===== config.mk =====
export PLATFORM = sky130hd
export DESIGN_NAME = flash_sr_guard
export DESIGN_NICKNAME = d
export VERILOG_FILES = /design/src/rtl/flash_sr_pkg.sv /design/src/rtl/fsr_cmd_encode.sv /design/src/rtl/fsr_protect_map.sv /design/src/rtl/fsr_cmd_gate.sv /design/src/rtl/flash_sr_guard.sv
export SDC_FILE = /design/constraint.sdc
export NUM_CORES = 1
export LEC_CHECK = 0
export BUFFER_PORTS_ARGS = -buffer_cell sky130_fd_sc_hd__buf_4
export CORE_MARGIN = 8
export CORE_UTILIZATION = 54
export CTS_BUF_LIST = sky130_fd_sc_hd__clkbuf_8
export DETAILED_ROUTE_END_ITERATION = 8
export GPL_TIMING_DRIVEN = 0
export PLACE_DENSITY = 0.93
export SYNTH_ARGS = -nofsm -noshare
export SYNTH_HDL_FRONTEND = slang
export SYNTH_SLANG_ARGS = --single-unit

===== constraint.sdc =====
create_clock -name clk -period 5.05 [get_ports clk]
set_input_delay 0.505 -clock clk [delete_from_list [all_inputs] [get_ports clk]]
set_output_delay 0.505 -clock clk [all_outputs]
set_load 0.005 [all_outputs]

===== src/rtl/flash_sr_pkg.sv =====
package flash_sr_pkg;
   localparam int unsigned ST_WIP  = 0;
   localparam int unsigned ST_WEL  = 1;
   localparam int unsigned ST_BP0  = 2;
   localparam int unsigned ST_LOCK = 7;
   localparam int unsigned ST_W    = 8;

   typedef enum logic [2:0] {
      OP_IDLE  = 3'd0,
      OP_LSET  = 3'd1,
      OP_LCLR  = 3'd2,
      OP_SWR   = 3'd3,
      OP_PROG  = 3'd4,
      OP_SERA  = 3'd5,
      OP_BERA  = 3'd6
   } op_e;

   function automatic logic op_is_timed(op_e op);
      return (op == OP_SWR) || (op == OP_PROG) || (op == OP_SERA) || (op == OP_BERA);
   endfunction
endpackage


===== src/rtl/fsr_cmd_encode.sv =====
module fsr_cmd_encode
   import flash_sr_pkg::*;
(
   input  logic cmd_wren,
   input  logic cmd_wrdi,
   input  logic cmd_wrsr,
   input  logic cmd_pp,
   input  logic cmd_se,
   input  logic cmd_be,
   output op_e  op
);
   always_comb begin
      if (cmd_wren)      op = OP_LSET;
      else if (cmd_wrdi) op = OP_LCLR;
      else if (cmd_wrsr) op = OP_SWR;
      else if (cmd_pp)   op = OP_PROG;
      else if (cmd_se)   op = OP_SERA;
      else if (cmd_be)   op = OP_BERA;
      else               op = OP_IDLE;
   end
endmodule


===== src/rtl/fsr_protect_map.sv =====
module fsr_protect_map #(
   parameter int unsigned NUM_BP = 4,
   parameter int unsigned SECT_W = 8
) (
   input  logic [NUM_BP-1:0] bp,
   input  logic [SECT_W-1:0] sector,
   output logic              prot,
   output logic              bp_zero
);
   localparam logic [SECT_W-1:0] ONE_S = SECT_W'(1);

   logic [SECT_W-1:0] low_mask;
   int                span;

   always_comb begin
      bp_zero  = (bp == '0);
      span     = int'(bp) - 1;
      low_mask = '0;
      prot     = 1'b0;
      if (bp_zero) begin
         prot = 1'b0;
      end else if (&bp) begin
         prot = 1'b1;
      end else if (span >= int'(SECT_W)) begin
         prot = 1'b1;
      end else begin
         low_mask = (ONE_S << span) - ONE_S;
         prot     = &(sector | low_mask);
      end
   end
endmodule


===== src/rtl/fsr_cmd_gate.sv =====
module fsr_cmd_gate
   import flash_sr_pkg::*;
(
   input  op_e  op,
   input  logic wip,
   input  logic wel,
   input  logic lock,
   input  logic wp_n,
   input  logic sect_prot,
   input  logic bp_zero,
   output logic accept,
   output logic reject,
   output logic launch
);
   logic allowed;

   always_comb begin
      unique case (op)
         OP_LSET, OP_LCLR: allowed = 1'b1;
         OP_SWR:           allowed = wel && !(lock && !wp_n);
         OP_PROG, OP_SERA: allowed = wel && !sect_prot;
         OP_BERA:          allowed = wel && bp_zero;
         default:          allowed = 1'b0;
      endcase
      accept = (op != OP_IDLE) && !wip && allowed;
      reject = (op != OP_IDLE) && !accept;
      launch = accept && op_is_timed(op);
   end
endmodule


===== src/rtl/flash_sr_guard.sv =====
module flash_sr_guard
   import flash_sr_pkg::*;
#(
   parameter int unsigned NUM_BP = 4,
   parameter int unsigned SECT_W = 8
) (
   input  logic              clk,
   input  logic              rst_n,
   input  logic              cmd_wren,
   input  logic              cmd_wrdi,
   input  logic              cmd_wrsr,
   input  logic [7:0]        wrsr_data,
   input  logic              cmd_pp,
   input  logic              cmd_se,
   input  logic              cmd_be,
   input  logic [SECT_W-1:0] sector_idx,
   input  logic              wp_n,
   input  logic              op_done,
   output logic [7:0]        status,
   output logic              cmd_accept,
   output logic              cmd_reject,
   output logic              busy_start
);
   localparam int unsigned FIELD_W = 4;

   if (NUM_BP != 3 && NUM_BP != 4) begin : g_bad_bp
      $error("flash_sr_guard: NUM_BP must be 3 or 4");
   end
   if (SECT_W < 1 || SECT_W > 24) begin : g_bad_sect
      $error("flash_sr_guard: SECT_W out of range");
   end

   op_e               op;
   logic              accept, reject, launch;
   logic              sect_prot, bp_zero;
   logic              wip_q, wel_q, lock_q;
   logic [NUM_BP-1:0] bp_q;
   logic [FIELD_W-1:0] bp_field;
   logic              unused_wrsr_bits;

   assign unused_wrsr_bits = ^wrsr_data;

   fsr_cmd_encode i_enc (
      .cmd_wren (cmd_wren),
      .cmd_wrdi (cmd_wrdi),
      .cmd_wrsr (cmd_wrsr),
      .cmd_pp   (cmd_pp),
      .cmd_se   (cmd_se),
      .cmd_be   (cmd_be),
      .op       (op)
   );

   fsr_protect_map #(.NUM_BP(NUM_BP), .SECT_W(SECT_W)) i_map (
      .bp      (bp_q),
      .sector  (sector_idx),
      .prot    (sect_prot),
      .bp_zero (bp_zero)
   );

   fsr_cmd_gate i_gate (
      .op        (op),
      .wip       (wip_q),
      .wel       (wel_q),
      .lock      (lock_q),
      .wp_n      (wp_n),
      .sect_prot (sect_prot),
      .bp_zero   (bp_zero),
      .accept    (accept),
      .reject    (reject),
      .launch    (launch)
   );

   always_ff @(posedge clk) begin
      if (!rst_n) begin
         wip_q      <= 1'b0;
         wel_q      <= 1'b0;
         lock_q     <= 1'b0;
         bp_q       <= '0;
         cmd_accept <= 1'b0;
         cmd_reject <= 1'b0;
         busy_start <= 1'b0;
      end else begin
         cmd_accept <= accept;
         cmd_reject <= reject;
         busy_start <= launch;
         if (op_done && wip_q) begin
            wip_q <= 1'b0;
            wel_q <= 1'b0;
         end else if (accept) begin
            unique case (op)
               OP_LSET: wel_q <= 1'b1;
               OP_LCLR: wel_q <= 1'b0;
               OP_SWR: begin
                  bp_q   <= wrsr_data[ST_BP0 +: NUM_BP];
                  lock_q <= wrsr_data[ST_LOCK];
                  wip_q  <= 1'b1;
               end
               OP_PROG, OP_SERA, OP_BERA: wip_q <= 1'b1;
               default: ;
            endcase
         end
      end
   end

   if (NUM_BP == FIELD_W) begin : g_field_full
      assign bp_field = bp_q;
   end else begin : g_field_pad
      assign bp_field = {{(FIELD_W - NUM_BP){1'b0}}, bp_q};
   end

   always_comb begin
      status          = '0;
      status[ST_WIP]  = wip_q;
      status[ST_WEL]  = wel_q;
      status[ST_BP0 +: FIELD_W] = bp_field;
      status[ST_LOCK] = lock_q;
   end
endmodule


# Word-level counts from Yosys, hierarchy flattened
# Cells that the tools add are included.
# totals
mem_bits_rw,0
mem_bits_ro,0
mem_count,0
register_bits,10
output_inout_bits,11
elab_cells,60
inputBits,26
latchBits,0
# op_classes
n_reduce_logical,29
bitwise_logic,3
add_sub_neg,2
n_lt_le_gt_ge,1
multipliers,0
mux,11
shifts,1
n_eq_ne,6
n_div,0
# ops
cell,n
$ge A32 B5 Y1 const B,1
$shl A1 B32 Y8 const A,1
$mux W3,6
$eq A3 B3 Y1 const B,3
$logic_and A1 B1 Y1,9
$or A8 B8 Y8,1
$reduce_and A8 Y1,1
$sub A8 B1 Y8 const B,1
$eq A3 B2 Y1 const B,2
$reduce_or A2 Y1,3
$logic_not A1 Y1,5
$sub A4 B1 Y5 const B,1
$logic_not A4 Y1,1
$pmux W1 S4,1
$reduce_and A2 Y1,2
$reduce_and A4 Y1,1
$reduce_or A4 Y1,1
$eq A3 B1 Y1 const B,1
$logic_or A1 B1 Y1,3
$mux W1,3
$reduce_and A3 Y1,1
$reduce_bool A3 Y1,1
$not A1 Y1,2
$pmux W1 S2,1
$reduce_bool A2 Y1,1

# Longest topological paths before layout
# Gate-level depths: netlist of run 1.
# logic_depth
ltp_word,14
ltp_mapped,13
mapped_depth_nobuf,11

# Hierarchy
# A second synthesis of run 1 with hierarchy kept.
# hier_totals
cells_unflattened,133
hier_area_um2,987.2
# by_module_without_submodules
mod,cells_each,instances,area_each_um2,seq_area_each_um2
flash_sr_guard,47,1,439.2,200.2
fsr_protect_map,64,1,410.4,0.0
fsr_cmd_gate,14,1,91.3,0.0
fsr_cmd_encode,8,1,46.3,0.0

# Worst setup path after synthesis of run 1
# Ideal clock, no wire load.
# synth_path
path_type,register -> register
start,"reg bp_q[1], in the netlist bp_field[1]"
end,reg cmd_accept
stages_incl_launch_ff,14
period_less_slack_ns,2.815
slack_ns,2.235
setup_time_ns,0.116
arrival_time_ns,2.698
required_ns,4.934
path_buffers,2
cell_sequence,dfxtp_1 clkbuf_1 inv_1 ha_1 buf_4 nor2_1 a22oi_1 or3_1 ha_1 a32oi_1 o41ai_1 nor4_4 o311ai_4 a41o_1
# synth_between
elab_chain_len,12
elab_cells_between_ends,16
classes_between,add/sub (2); order compare (1); shift (1); mux (4); bitwise (1); reduce/logical (7)
# synth_lines
element,line,text
"start, declared",flash_sr_guard.sv:37,logic [NUM_BP-1:0] bp_q;
"start signal, assigned",flash_sr_guard.sv:94,bp_q <= wrsr_data[ST_BP0 +: NUM_BP];
$sub A4 B1 Y5,fsr_protect_map.sv:17,span = int'(bp) - 1;
$shl A1 B32 Y8,fsr_protect_map.sv:27,low_mask = (ONE_S << span) - ONE_S;
$sub A8 B1 Y8,fsr_protect_map.sv:27,
$or A8 B8 Y8,fsr_protect_map.sv:28,prot = &(sector | low_mask);
$reduce_and A8 Y1,fsr_protect_map.sv:28,
$mux W1,fsr_protect_map.sv:24,end else if (span >= int'(SECT_W)) begin
$mux W1,fsr_protect_map.sv:22,end else if (&bp) begin
$mux W1,fsr_protect_map.sv:20,if (bp_zero) begin
$logic_not A1 Y1,fsr_cmd_gate.sv:21,"OP_PROG, OP_SERA: allowed = wel && !sect_prot;"
$logic_and A1 B1 Y1,fsr_cmd_gate.sv:21,
$pmux W1 S4 *,fsr_cmd_gate.sv:18,unique case (op)
$logic_and A1 B1 Y1 *,fsr_cmd_gate.sv:25,accept = (op != OP_IDLE) && !wip && allowed;
"end signal, assigned",flash_sr_guard.sv:83,cmd_accept <= accept;
"end, declared",flash_sr_guard.sv:20,"output logic cmd_accept,"
# Mark *: on every way between the ends. The rest lies on a longest branch, timed or not.
# A chain may end at the register's enable or synchronous reset.

# Final worst setup path of run 1
# Same ends and word-level chain as after synthesis.

==> results.sh, run 1 <==
export IMPL_status="completed"
export IMPL_antenna_found_initial=0
export IMPL_htree_levels=1
export IMPL_syn_area_um2=980
export IMPL_cts_resized_gates=0
export IMPL_relSlewSlack=0.615
export IMPL_final_nets=183
export IMPL_drc=0
export IMPL_yosysSeqAreaShare=0.204
export IMPL_startpoint_type="register"
export IMPL_ys_warn_count=0
export IMPL_cts_buffer_depth=2
export IMPL_synth_top_family_by_area="simple AND/OR/NAND/NOR gates"
export IMPL_finalWirelength_mm=2.67
export IMPL_postRouteAntennaNets=0
export IMPL_finalSetupViolations=0
export IMPL_slowest_delay_ns=0.34
export IMPL_ys_seq_elements=10
export IMPL_vias=1030
export IMPL_syn_nets=146
export IMPL_synth_compound_area_frac=0.232
export IMPL_die_y_um=58.6
export IMPL_cts_tree="done"
export IMPL_ys_top_cells_by_area="dfxtp_1, nor2b_1, mux2i_1"
export IMPL_routedWlPerCell_um=15.0
export IMPL_routed_via_density=5.79
export IMPL_grt_pass1_wl_mm=4.55
export IMPL_n_antenna_cell=0
export IMPL_use_met2=0.324
export IMPL_maxCapViolations=0
export IMPL_rsz0062_at_grt="false"
export IMPL_hold_viol_final=0
export IMPL_synth_top_area_share=0.204
export IMPL_cts_sinks=10
export IMPL_met3_usage=0.0543
export IMPL_core_area_um2=1710
export IMPL_post_synth_fa_ha_maj_area_fraction=0.0255
export IMPL_synth_area_mux_share=0.0754
export IMPL_report_final_slew_viol_count=0
export IMPL_port_buffers=32
export IMPL_drive_gt1_frac=0.340
export IMPL_clock_latency_ns=0.23
export IMPL_dieArea_um2=3430
export IMPL_clock_skew_ns=0.00139
export IMPL_required_ns=5.17
export IMPL_slowest_stage="dfxtp_1"
export IMPL_die_w_um=58.6
export IMPL_cp_arrival_ns=3.30
export IMPL_vdd_drop_max_mv=0.184
export IMPL_path_cells="clkbuf_1, inv_1, ha_1, buf_4, nor2_1, a22oi_1, or3_1, ha_1, a32oi_1, o41ai_1, nor4_4, o311ai_4, a41o_1"
export IMPL_cts_made_buffers=3
export IMPL_synth_simple_area_share=0.332
export IMPL_leakagePower_nw=0.589
export IMPL_cp_common_cell="ha_1"
export IMPL_busiest_layer="met2"
export IMPL_crit_fanout=10
export IMPL_power_density_nw_per_um2=163
export IMPL_synthArstFlopShare=0
export IMPL_groute_usage_overall=0.165
export IMPL_ys_types=50
export IMPL_grt_pass1_vias=1130
export IMPL_final_min_clock_period_ns=3.18
export IMPL_tns_ns=0
export IMPL_placed_cells=175
export IMPL_synth_xor_area_frac=0.0268
export IMPL_synth_area_per_cell_um2=8.30
export IMPL_cp_end_kind="register"
export IMPL_clkTransAtPathRegs_ns=0.04
export IMPL_worst_pin_slew_ns=0.570
export IMPL_detail_route_iter0_violations=21
export IMPL_area_growth_pct=31.9
export IMPL_first_pass_iters=4
export IMPL_cts_hold_buffers_added=0
export IMPL_rows=15
export IMPL_ios=37
export IMPL_syn_inst=118
export IMPL_grt_use_met1=0.138
export IMPL_synth_main_ff_cell="dfxtp_1"
export IMPL_hold_slack_ns=0.527
export IMPL_max_freq_ghz=0.314
export IMPL_grt_overflow=0
export IMPL_timing_final_crit_share=0.630
export IMPL_grt_max_degree=11
export IMPL_yosysTopAreaCell="dfxtp_1"
export IMPL_layout_cells_non_filler=178
export IMPL_root_buffer="clkbuf_8"
export IMPL_start_util=0.574
export IMPL_dp_hpwl_mm=2.13
export IMPL_path_class="reg2reg"
export IMPL_hp_class="in2reg"
export IMPL_synth_enable_flop_cells=0
export IMPL_cts_setup_buffers=0
export IMPL_routabilityCongestion=0.840
## synthesized netlist by cell type (2+ instances only)
cell type and number:
nor2_1 9, o21ai_0 2, nor2b_1 11, mux2i_1 6
ha_1 2, a2bb2oi_1 2, dfxtp_1 10, a21oi_1 2
or3_1 2, a211oi_1 2, o21a_1 3, buf_2 3
inv_1 7, buf_4 6, a31oi_1 3, nand3_1 5
xnor2_1 2, nor3b_1 4, clkbuf_1 2, o221ai_1 2
nor3_1 4
## worst paths after layout
path                                  from                        to  slack, ns  cells after the start
hold / removal                wrsr_data[4]  bp_field[2]$_SDFFE_PN0P_       0.53                      3
hold reg to reg         wel_q$_SDFFE_PP0P_        wel_q$_SDFFE_PP0P_       0.56                      2
setup reg to reg  bp_field[1]$_SDFFE_PN0P_     cmd_accept$_SDFF_PN0_       1.87                     13
setup / recovery  bp_field[1]$_SDFFE_PN0P_     cmd_accept$_SDFF_PN0_       1.87                     13
## cells by family after synthesis
kind of cell             Yosys count
AND/OR/NAND/NOR                   49
AO/OA/AOI/OAI                     27
buffers and inverters             19
flip-flops                        10
multiplexers                       7
XOR/XNOR                           3
adder cells (fa/ha/maj)            2
other                              1
## power breakdown
part	internal [W]	total [W]	switching [W]
clock	0.0000519	0.0000797	0.0000279
combinational	0.0000267	0.0000467	0.0000200
sequential	0.0000820	0.0000838	0.00000184
## critical path: cells and delay by family (launching register included)
| family | cells | cell delay, ns |
|---|---|---|
| AOI/OAI and AO/OA | 5 | 0.84 |
| adders and majority gates | 2 | 0.55 |
| buffers and inverters | 3 | 0.61 |
| DFF | 1 | 0.34 |
| and+or+nand+nor | 3 | 0.72 |
## cell usage in the layout, fill, tap and decap left out, types with 2 or more instances in the layout
master,count
nor2b_1,11
buf_2,3
dfxtp_1,10
nand3_1,5
buf_4,38
o221ai_1,2
o21ai_0,2
clkbuf_1,2
a211oi_1,2
mux2i_1,6
or3_1,2
o21a_1,3
xnor2_1,2
ha_1,2
inv_1,7
nor3b_1,4
clkbuf_8,3
a31oi_1,3
a2bb2oi_1,2
nor3_1,4
nor2_1,9
a21oi_1,2
## area by class of cell
cell class | instances | area (um2)
plain buffers | 11 | 67.6
clock buffers | 3 | 41.3
fillers | 121 | 415
inverters | 8 | 30.0
multi-input cells | 89 | 682
flip-flops and latches | 10 | 200
well taps | 25 | 31.3
repair buffers | 32 | 240
## sequential cells by signal, summed over array words and instances, names as in the netlist
name and flops:
cmd_reject 1, busy_start 1, bp_field 4, wel_q 1, lock_q 1, wip_q 1, cmd_accept 1
## metrics by stage
step	util	worst slack (ns)	power, W	instance area [um2]
6_report	0.757	1.87	0.000210	1290
4_1_cts	0.757	1.88	0.000212	1290
2_1_floorplan	-	2.24	0.000108	980
5_1_grt	0.757	1.68	0.000219	1290
3_5_place_dp	0.733	1.90	0.000131	1250
3_3_place_gp	0.733	2.00	0.000130	1250
## metal layers
layer	up-vias	share of wire
met3	9	0.073
met1	485	0.37
li1	502	-
met4	0	0.026
met2	34	0.53
met5	-	0
(Power assumes the default switching activity.)
==> run 2, diff against run 1 <==
--- a/config.mk
+++ b/config.mk
@@ -5,13 +5,14 @@
 export SDC_FILE = /design/constraint.sdc
 export NUM_CORES = 1
 export LEC_CHECK = 0
+export ABC_AREA = 1
 export BUFFER_PORTS_ARGS = -buffer_cell sky130_fd_sc_hd__buf_4
 export CORE_MARGIN = 8
-export CORE_UTILIZATION = 54
+export CORE_UTILIZATION = 52
 export CTS_BUF_LIST = sky130_fd_sc_hd__clkbuf_8
 export DETAILED_ROUTE_END_ITERATION = 8
 export GPL_TIMING_DRIVEN = 0
-export PLACE_DENSITY = 0.93
+export PLACE_DENSITY = 0.88
 export SYNTH_ARGS = -nofsm -noshare
 export SYNTH_HDL_FRONTEND = slang
 export SYNTH_SLANG_ARGS = --single-unit
==> constraint.sdc (replaced) <==
create_clock -name clk -period 2.95 [get_ports clk]
set_input_delay 0.295 -clock clk [delete_from_list [all_inputs] [get_ports clk]]
set_output_delay 0.295 -clock clk [all_outputs]
set_load 0.005 [all_outputs]
==> run 2 against run 1 <==
First-iteration DRC count up 9.5%. Sequential cell count unchanged. Combinational power rose to 5.4 times the previous value. Count of clock-buffer cells in the layout unchanged. Die area up 12%.
==> results.sh, run 2 <==
export IMPL_status="completed"
export IMPL_antenna_found_initial=0
export IMPL_comb_power_share=0.453
export IMPL_cp_arrival_ns=2.84
export IMPL_postRouteAntennaNets=0
export IMPL_die_y_um=62.0
export IMPL_layout_common_cells="inv_1, buf_4, nand2_1"
export IMPL_grt_pass1_wl_mm=4.53
export IMPL_timing_final_crit_share=0.916
export IMPL_hold_slack_ns=0.320
export IMPL_dieArea_um2=3850
export IMPL_final_min_clock_period_ns=2.70
export IMPL_grt_max_degree=9
export IMPL_rows=16
export IMPL_placed_cells=236
export IMPL_rrSetupSlack_ns=0.25
export IMPL_n_antenna_cell=0
export IMPL_grt_overflow=0
export IMPL_crit_start="bp_field[0]$_SDFFE_PN0P_"
export IMPL_finalSetupViolations=0
export IMPL_required_ns=3.09
export IMPL_crit_path_end="lock_q$_SDFFE_PN0P_"
export IMPL_drc=0
export IMPL_yosysSeqAreaShare=0.182
export IMPL_cellInternalPower_w=0.000341
export IMPL_power_density_nw_per_um2=380
export IMPL_rr_worst_depth=22
export IMPL_syn_nets=205
export IMPL_finalWirelength_mm=2.83
export IMPL_ys_warn_count=0
export IMPL_ys_seq_elements=10
export IMPL_final_nets=243
export IMPL_synth_top_area_share=0.182
export IMPL_first_pass_iters=4
export IMPL_relSlewSlack=0.580
export IMPL_finalPower_w=0.000552
export IMPL_reg2reg_to="lock_q$_SDFFE_PN0P_"
export IMPL_start_util=0.556
export IMPL_drive_gt1_frac=0.394
export IMPL_synthArstFlopShare=0
export IMPL_detail_route_iter0_violations=23
export IMPL_layout_commonest_cell="inv_1"
export IMPL_placed_area_um2=1380
export IMPL_groute_usage_overall=0.156
export IMPL_root_buffer="clkbuf_8"
export IMPL_ys_top_cells_by_area="dfxtp_1, inv_1, nand2_1"
export IMPL_cts_made_buffers=3
export IMPL_routabilityCongestion=0.794
export IMPL_pwr_share_clk=0.260
export IMPL_ios=37
export IMPL_ys_types=29
export IMPL_p_seq_frac=0.287
export IMPL_syn_area_um2=1100
export IMPL_hp_class="in2reg"
export IMPL_p_sw_frac=0.382
export IMPL_p_sw_w=0.000211
export IMPL_grt_pass1_vias=1160
export IMPL_synth_area_per_cell_um2=6.22
export IMPL_cts_tree="done"
export IMPL_layout_cells_non_filler=240
export IMPL_maxCapViolations=0
export IMPL_rsz0062_at_grt="false"
export IMPL_routedWlPerCell_um=11.8
export IMPL_startpoint_type="register"
export IMPL_max_freq_ghz=0.370
export IMPL_htree_levels=1
export IMPL_rr_startpoint="bp_field[0]$_SDFFE_PN0P_"
export IMPL_worst_pin_slew_ns=0.625
export IMPL_cts_buffer_depth=2
export IMPL_report_final_slew_viol_count=0
export IMPL_synth_enable_flop_cells=0
export IMPL_path_class="reg2reg"
export IMPL_cts_sinks=10
export IMPL_yosysMostFrequentCell="inv_1"
export IMPL_synth_common_cells="inv_1, nand2_1, nor2_1"
export IMPL_synth_main_ff_cell="dfxtp_1"
export IMPL_cts_hold_buffers_added=0
export IMPL_area_growth_pct=31.8
export IMPL_leakagePower_nw=0.795
export IMPL_yosysTopAreaCell="dfxtp_1"
export IMPL_dp_hpwl_mm=2.40
export IMPL_hold_viol_final=0
export IMPL_crit_fanout=8
export IMPL_largest_register_ffs=4
export IMPL_clock_skew_ns=0.00306
export IMPL_syn_inst=177
export IMPL_port_buffers=32
export IMPL_routed_via_density=5.00
export IMPL_vias=1199
export IMPL_core_area_um2=1980
export IMPL_vdd_drop_max_mv=0.338
export IMPL_postLayoutCellArea_um2=1450
export IMPL_cp_end_kind="register"
export IMPL_die_w_um=62.0
export IMPL_clock_latency_ns=0.24
export IMPL_clkTransAtPathRegs_ns=0.05
[run 2: routing by layer]
| metal | routed length, um | track usage | vias to the layer above |
|---|---|---|---|
| met5 | 0 | 0 | - |
| met1 | 1030 | 0.140 | 547 |
| li1 | - | - | 615 |
| met4 | 72 | 0.0909 | 0 |
| met2 | 1580 | 0.307 | 30 |
| met3 | 138 | 0.0370 | 7 |
[run 2: cells by family (layout without fill, tap and decap cells)]
family,count (synthesis),after routing,share of synthesized area
DFF,10,10,0.182
and+or+nand+nor,98,98,0.514
other,1,1,0.00341
AOI/OAI and AO/OA,16,16,0.0943
buffers and inverters,50,86,0.184
adders and majority gates,2,2,0.0227
[run 2: worst min path at each step]
| stage | cells past startpoint | slack [ns] | start | endpoint |
|---|---|---|---|---|
| 2_1_floorplan | 2 | 0.42 | rst_n | lock_q$_SDFFE_PN0P_ |
| 3_3_place_gp | 2 | 0.47 | wel_q$_SDFFE_PP0P_ | wel_q$_SDFFE_PP0P_ |
| 3_5_place_dp | 2 | 0.50 | wel_q$_SDFFE_PP0P_ | wel_q$_SDFFE_PP0P_ |
| 4_1_cts | 3 | 0.32 | rst_n | bp_field[0]$_SDFFE_PN0P_ |
| 5_1_grt | 3 | 0.33 | rst_n | bp_field[1]$_SDFFE_PN0P_ |
| 6_report | 3 | 0.32 | rst_n | bp_field[0]$_SDFFE_PN0P_ |
[run 2: area by class of cell]
cell class / count / area, um2
plain buffers: 4 / 30.0
well taps: 27 / 33.8
multi-input cells: 117 / 718
fillers: 163 / 531
flip-flops and latches: 10 / 205
repair buffers: 33 / 248
clock buffers: 3 / 41.3
inverters: 46 / 175
[run 2: what timing repair did]
item / in CTS / in global routing
endpoints found under the setup margin: 5 / 9
setup buffers: 0 / 1
gates resized for setup: 1 / 6
pin swaps: 0 / 1
[run 2: through the flow]
step	setup slack, ns	TNS (ns)	util
final	0.249	0	0.732
after global placement	0.0587	0	0.694
after CTS	0.0380	0	0.715
after global routing	0.00814	0	0.732
after detailed placement	-0.0408	-0.0925	0.694
after floorplan	0.266	0	-
[run 2: worst max-delay path: stages, from the launching register on]
cell and delay, ns:
dfxtp_4 0.37, inv_4 0.07, ha_4 0.17, inv_1 0.07
nand2_1 0.07, nand2_2 0.11, nand3_4 0.11, or2_2 0.29
ha_1 0.24, inv_1 0.11, nand3_1 0.09, nand3_1 0.08
nand2_1 0.05, inv_1 0.06, nand3_2 0.08, o21bai_2 0.12
nand2_1 0.07, nand2_2 0.08, nand2_4 0.09, nand3_4 0.10
nand2_1 0.07, inv_1 0.06, nor2_1 0.04
[run 2: power by group through the flow]
stage | logic (W) | clock network [W] | registers [W]
after floorplan | 0.000164 | 0 | 0.000160
after global placement | 0.000227 | 0 | 0.000159
after detailed placement | 0.000238 | 0 | 0.000161
after CTS | 0.000239 | 0.000144 | 0.000158
after global routing | 0.000276 | 0.000151 | 0.000159
final | 0.000250 | 0.000144 | 0.000158
==> run 3, diff against run 2 <==
--- a/config.mk
+++ b/config.mk
@@ -12,7 +12,7 @@
 export CTS_BUF_LIST = sky130_fd_sc_hd__clkbuf_8
 export DETAILED_ROUTE_END_ITERATION = 8
 export GPL_TIMING_DRIVEN = 0
-export PLACE_DENSITY = 0.88
+export PLACE_DENSITY = 0.84
 export SYNTH_ARGS = -nofsm -noshare
 export SYNTH_HDL_FRONTEND = slang
 export SYNTH_SLANG_ARGS = --single-unit
==> run 3 against run 2 <==
Clock skew grew 0.0045 ns. Sequential share of layout area is 0.11 points lower. Die area unchanged. Routed wire length fell by 10%. Clock power increased by 19%. Setup slack worse by 0.016 ns. Non-clock buffer count decreased by 1. Utilization increased by 0.13 points. Critical path type unchanged. Largest cell class unchanged. Largest power group unchanged.
==> results.sh, run 3 (synthesized netlist as in run 2, its figures left out) <==
export IMPL_multiInputGateArea_um2=718
export IMPL_path_cells="inv_2, ha_4, inv_1, nand2_1, nand2_2, nand3_4, or2_2, ha_1, nand2_1, o21ai_1, nor2_1, nand2_1, inv_1, nand3_2, o21bai_2, nand2_1, nand2_2, nand2_4, nand3_4, nand2_1, inv_1, nor2_1"
export IMPL_detail_route_iter0_violations=37
export IMPL_rr_startpoint="bp_field[0]$_SDFFE_PN0P_"
export IMPL_finalSetupViolations=0
export IMPL_p_sw_frac=0.360
export IMPL_core_area_um2=1980
export IMPL_cts_resized_gates=1
export IMPL_antenna_found_initial=0
export IMPL_dieArea_um2=3850
export IMPL_ios=37
export IMPL_vdd_drop_max_mv=0.365
export IMPL_die_y_um=62.0
export IMPL_root_buffer="clkbuf_8"
export IMPL_power_density_nw_per_um2=394
export IMPL_path_depth=22
export IMPL_routedWlPerCell_um=10.6
export IMPL_relSlewSlack=0.607
export IMPL_timing_final_crit_share=0.921
export IMPL_cts_buffer_depth=2
export IMPL_hp_start="rst_n"
export IMPL_whs_path_depth=3
export IMPL_final_min_clock_period_ns=2.72
export IMPL_hold_slack_ns=0.329
export IMPL_maxCapViolations=0
export IMPL_cp_end_kind="register"
export IMPL_port_buffers=32
export IMPL_clock_latency_ns=0.24
export IMPL_start_util=0.556
export IMPL_crit_fanout=8
export IMPL_cts_made_buffers=3
export IMPL_cts_setup_buffers=0
export IMPL_path_class="reg2reg"
export IMPL_p_sw_w=0.000206
export IMPL_p_seq_frac=0.276
export IMPL_vias=1159
export IMPL_first_pass_iters=5
export IMPL_crit_family="simple AND/OR/NAND/NOR gates"
export IMPL_grt_overflow=0
export IMPL_grt_pass1_vias=1110
export IMPL_cp_arrival_ns=2.84
export IMPL_slowest_stage="dfxtp_4"
export IMPL_postRouteAntennaNets=0
export IMPL_clkTransAtPathRegs_ns=0.05
export IMPL_drive_gt1_frac=0.394
export IMPL_slowest_delay_ns=0.37
export IMPL_grt_pass1_wl_mm=4.33
export IMPL_fillers=163
export IMPL_reg2reg_to="bp_field[2]$_SDFFE_PN0P_"
export IMPL_layout_cells_non_filler=240
export IMPL_hp_class="in2reg"
export IMPL_placed_cells=236
export IMPL_grt_max_degree=9
export IMPL_status="completed"
export IMPL_min_to="lock_q$_SDFFE_PN0P_"
export IMPL_regArea_um2=204
export IMPL_cts_hold_buffers_added=0
export IMPL_final_nets=242
export IMPL_clock_skew_ns=0.00752
export IMPL_n_antenna_cell=0
export IMPL_leakagePower_nw=0.793
export IMPL_cp_buffers_inverters=4
export IMPL_required_ns=3.08
export IMPL_finalWirelength_mm=2.54
export IMPL_routabilityCongestion=0.826
export IMPL_rrSetupSlack_ns=0.23
export IMPL_startpoint_type="register"
export IMPL_finalPower_w=0.000573
export IMPL_drc=0
export IMPL_cts_tree="done"
export IMPL_rows=16
export IMPL_cp_common_cell="nand2_1"
export IMPL_groute_usage_overall=0.142
export IMPL_max_freq_ghz=0.368
export IMPL_layout_commonest_cell="inv_1"
export IMPL_dp_slack_ns=0.0181
export IMPL_htree_levels=1
export IMPL_routed_via_density=4.83
export IMPL_rr_worst_depth=22
export IMPL_rsz0062_at_grt="false"
export IMPL_cts_sinks=10
export IMPL_comb_power_share=0.425
export IMPL_hold_viol_final=0
export IMPL_pwr_share_clk=0.299
export IMPL_tns_ns=0
export IMPL_setup_ws_ns=0.232
export IMPL_layout_common_cells="inv_1, buf_4, nand2_1"
export IMPL_crit_start="bp_field[0]$_SDFFE_PN0P_"
export IMPL_area_growth_pct=32.0
export IMPL_die_w_um=62.0
export IMPL_largest_register_ffs=4
export IMPL_cellInternalPower_w=0.000366
export IMPL_worst_pin_slew_ns=0.584
export IMPL_dp_hpwl_mm=2.14
export IMPL_report_final_slew_viol_count=0
## run 3: power groups by stage
stage | clock, W | sequential, W | combinational, W
after global routing | 0.000178 | 0.000160 | 0.000272
after global placement | 0 | 0.000160 | 0.000228
final | 0.000171 | 0.000158 | 0.000243
after floorplan | 0 | 0.000160 | 0.000164
after CTS | 0.000171 | 0.000158 | 0.000237
after detailed placement | 0 | 0.000161 | 0.000234
## run 3: worst max path at each step
| stage | end |
|---|---|
| finish | bp_field[2]$_SDFFE_PN0P_ |
| global route | bp_field[0]$_SDFFE_PN0P_ |
| CTS | bp_field[2]$_SDFFE_PN0P_ |
| detailed placement | bp_field[0]$_SDFFE_PN0P_ |
| global placement | bp_field[1]$_SDFFE_PN0P_ |
| floorplan | bp_field[0]$_SDFFE_PN0P_ |
## run 3: worst reg2reg max path, cell delays in order (launching register included)
cell and delay, ns:
dfxtp_4 0.37, inv_2 0.10, ha_4 0.19, inv_1 0.07, nand2_1 0.06, nand2_2 0.10, nand3_4 0.12, or2_2 0.29
ha_1 0.29, nand2_1 0.06, o21ai_1 0.05, nor2_1 0.09, nand2_1 0.05, inv_1 0.06, nand3_2 0.08, o21bai_2 0.13
nand2_1 0.07, nand2_2 0.08, nand2_4 0.09, nand3_4 0.10, nand2_1 0.05, inv_1 0.06, nor2_1 0.05
## run 3: metal layers
metal,vias up,share of wire,track usage
met1,502,0.40,0.147
li1,611,-,-
met2,37,0.53,0.282
met4,0,0.018,0.0422
met5,-,0,0
met3,9,0.050,0.0226
## run 3: area by class of cell
cell class | instances | share of cell area
buffer | 4 | 0.0207
timing repair buffer | 32 | 0.165
sequential | 10 | 0.140
multi-input combinational | 117 | 0.494
tap | 27 | 0.0232
inverter | 46 | 0.119
clock buffer | 4 | 0.0379
## run 3: stage by stage
| stage | area (um2) | utilization |
|---|---|---|
| detailed placement | 1380 | 0.694 |
| global route | 1450 | 0.734 |
| CTS | 1430 | 0.722 |
| global placement | 1380 | 0.694 |
| floorplan | 1100 | - |
| finish | 1450 | 0.734 |
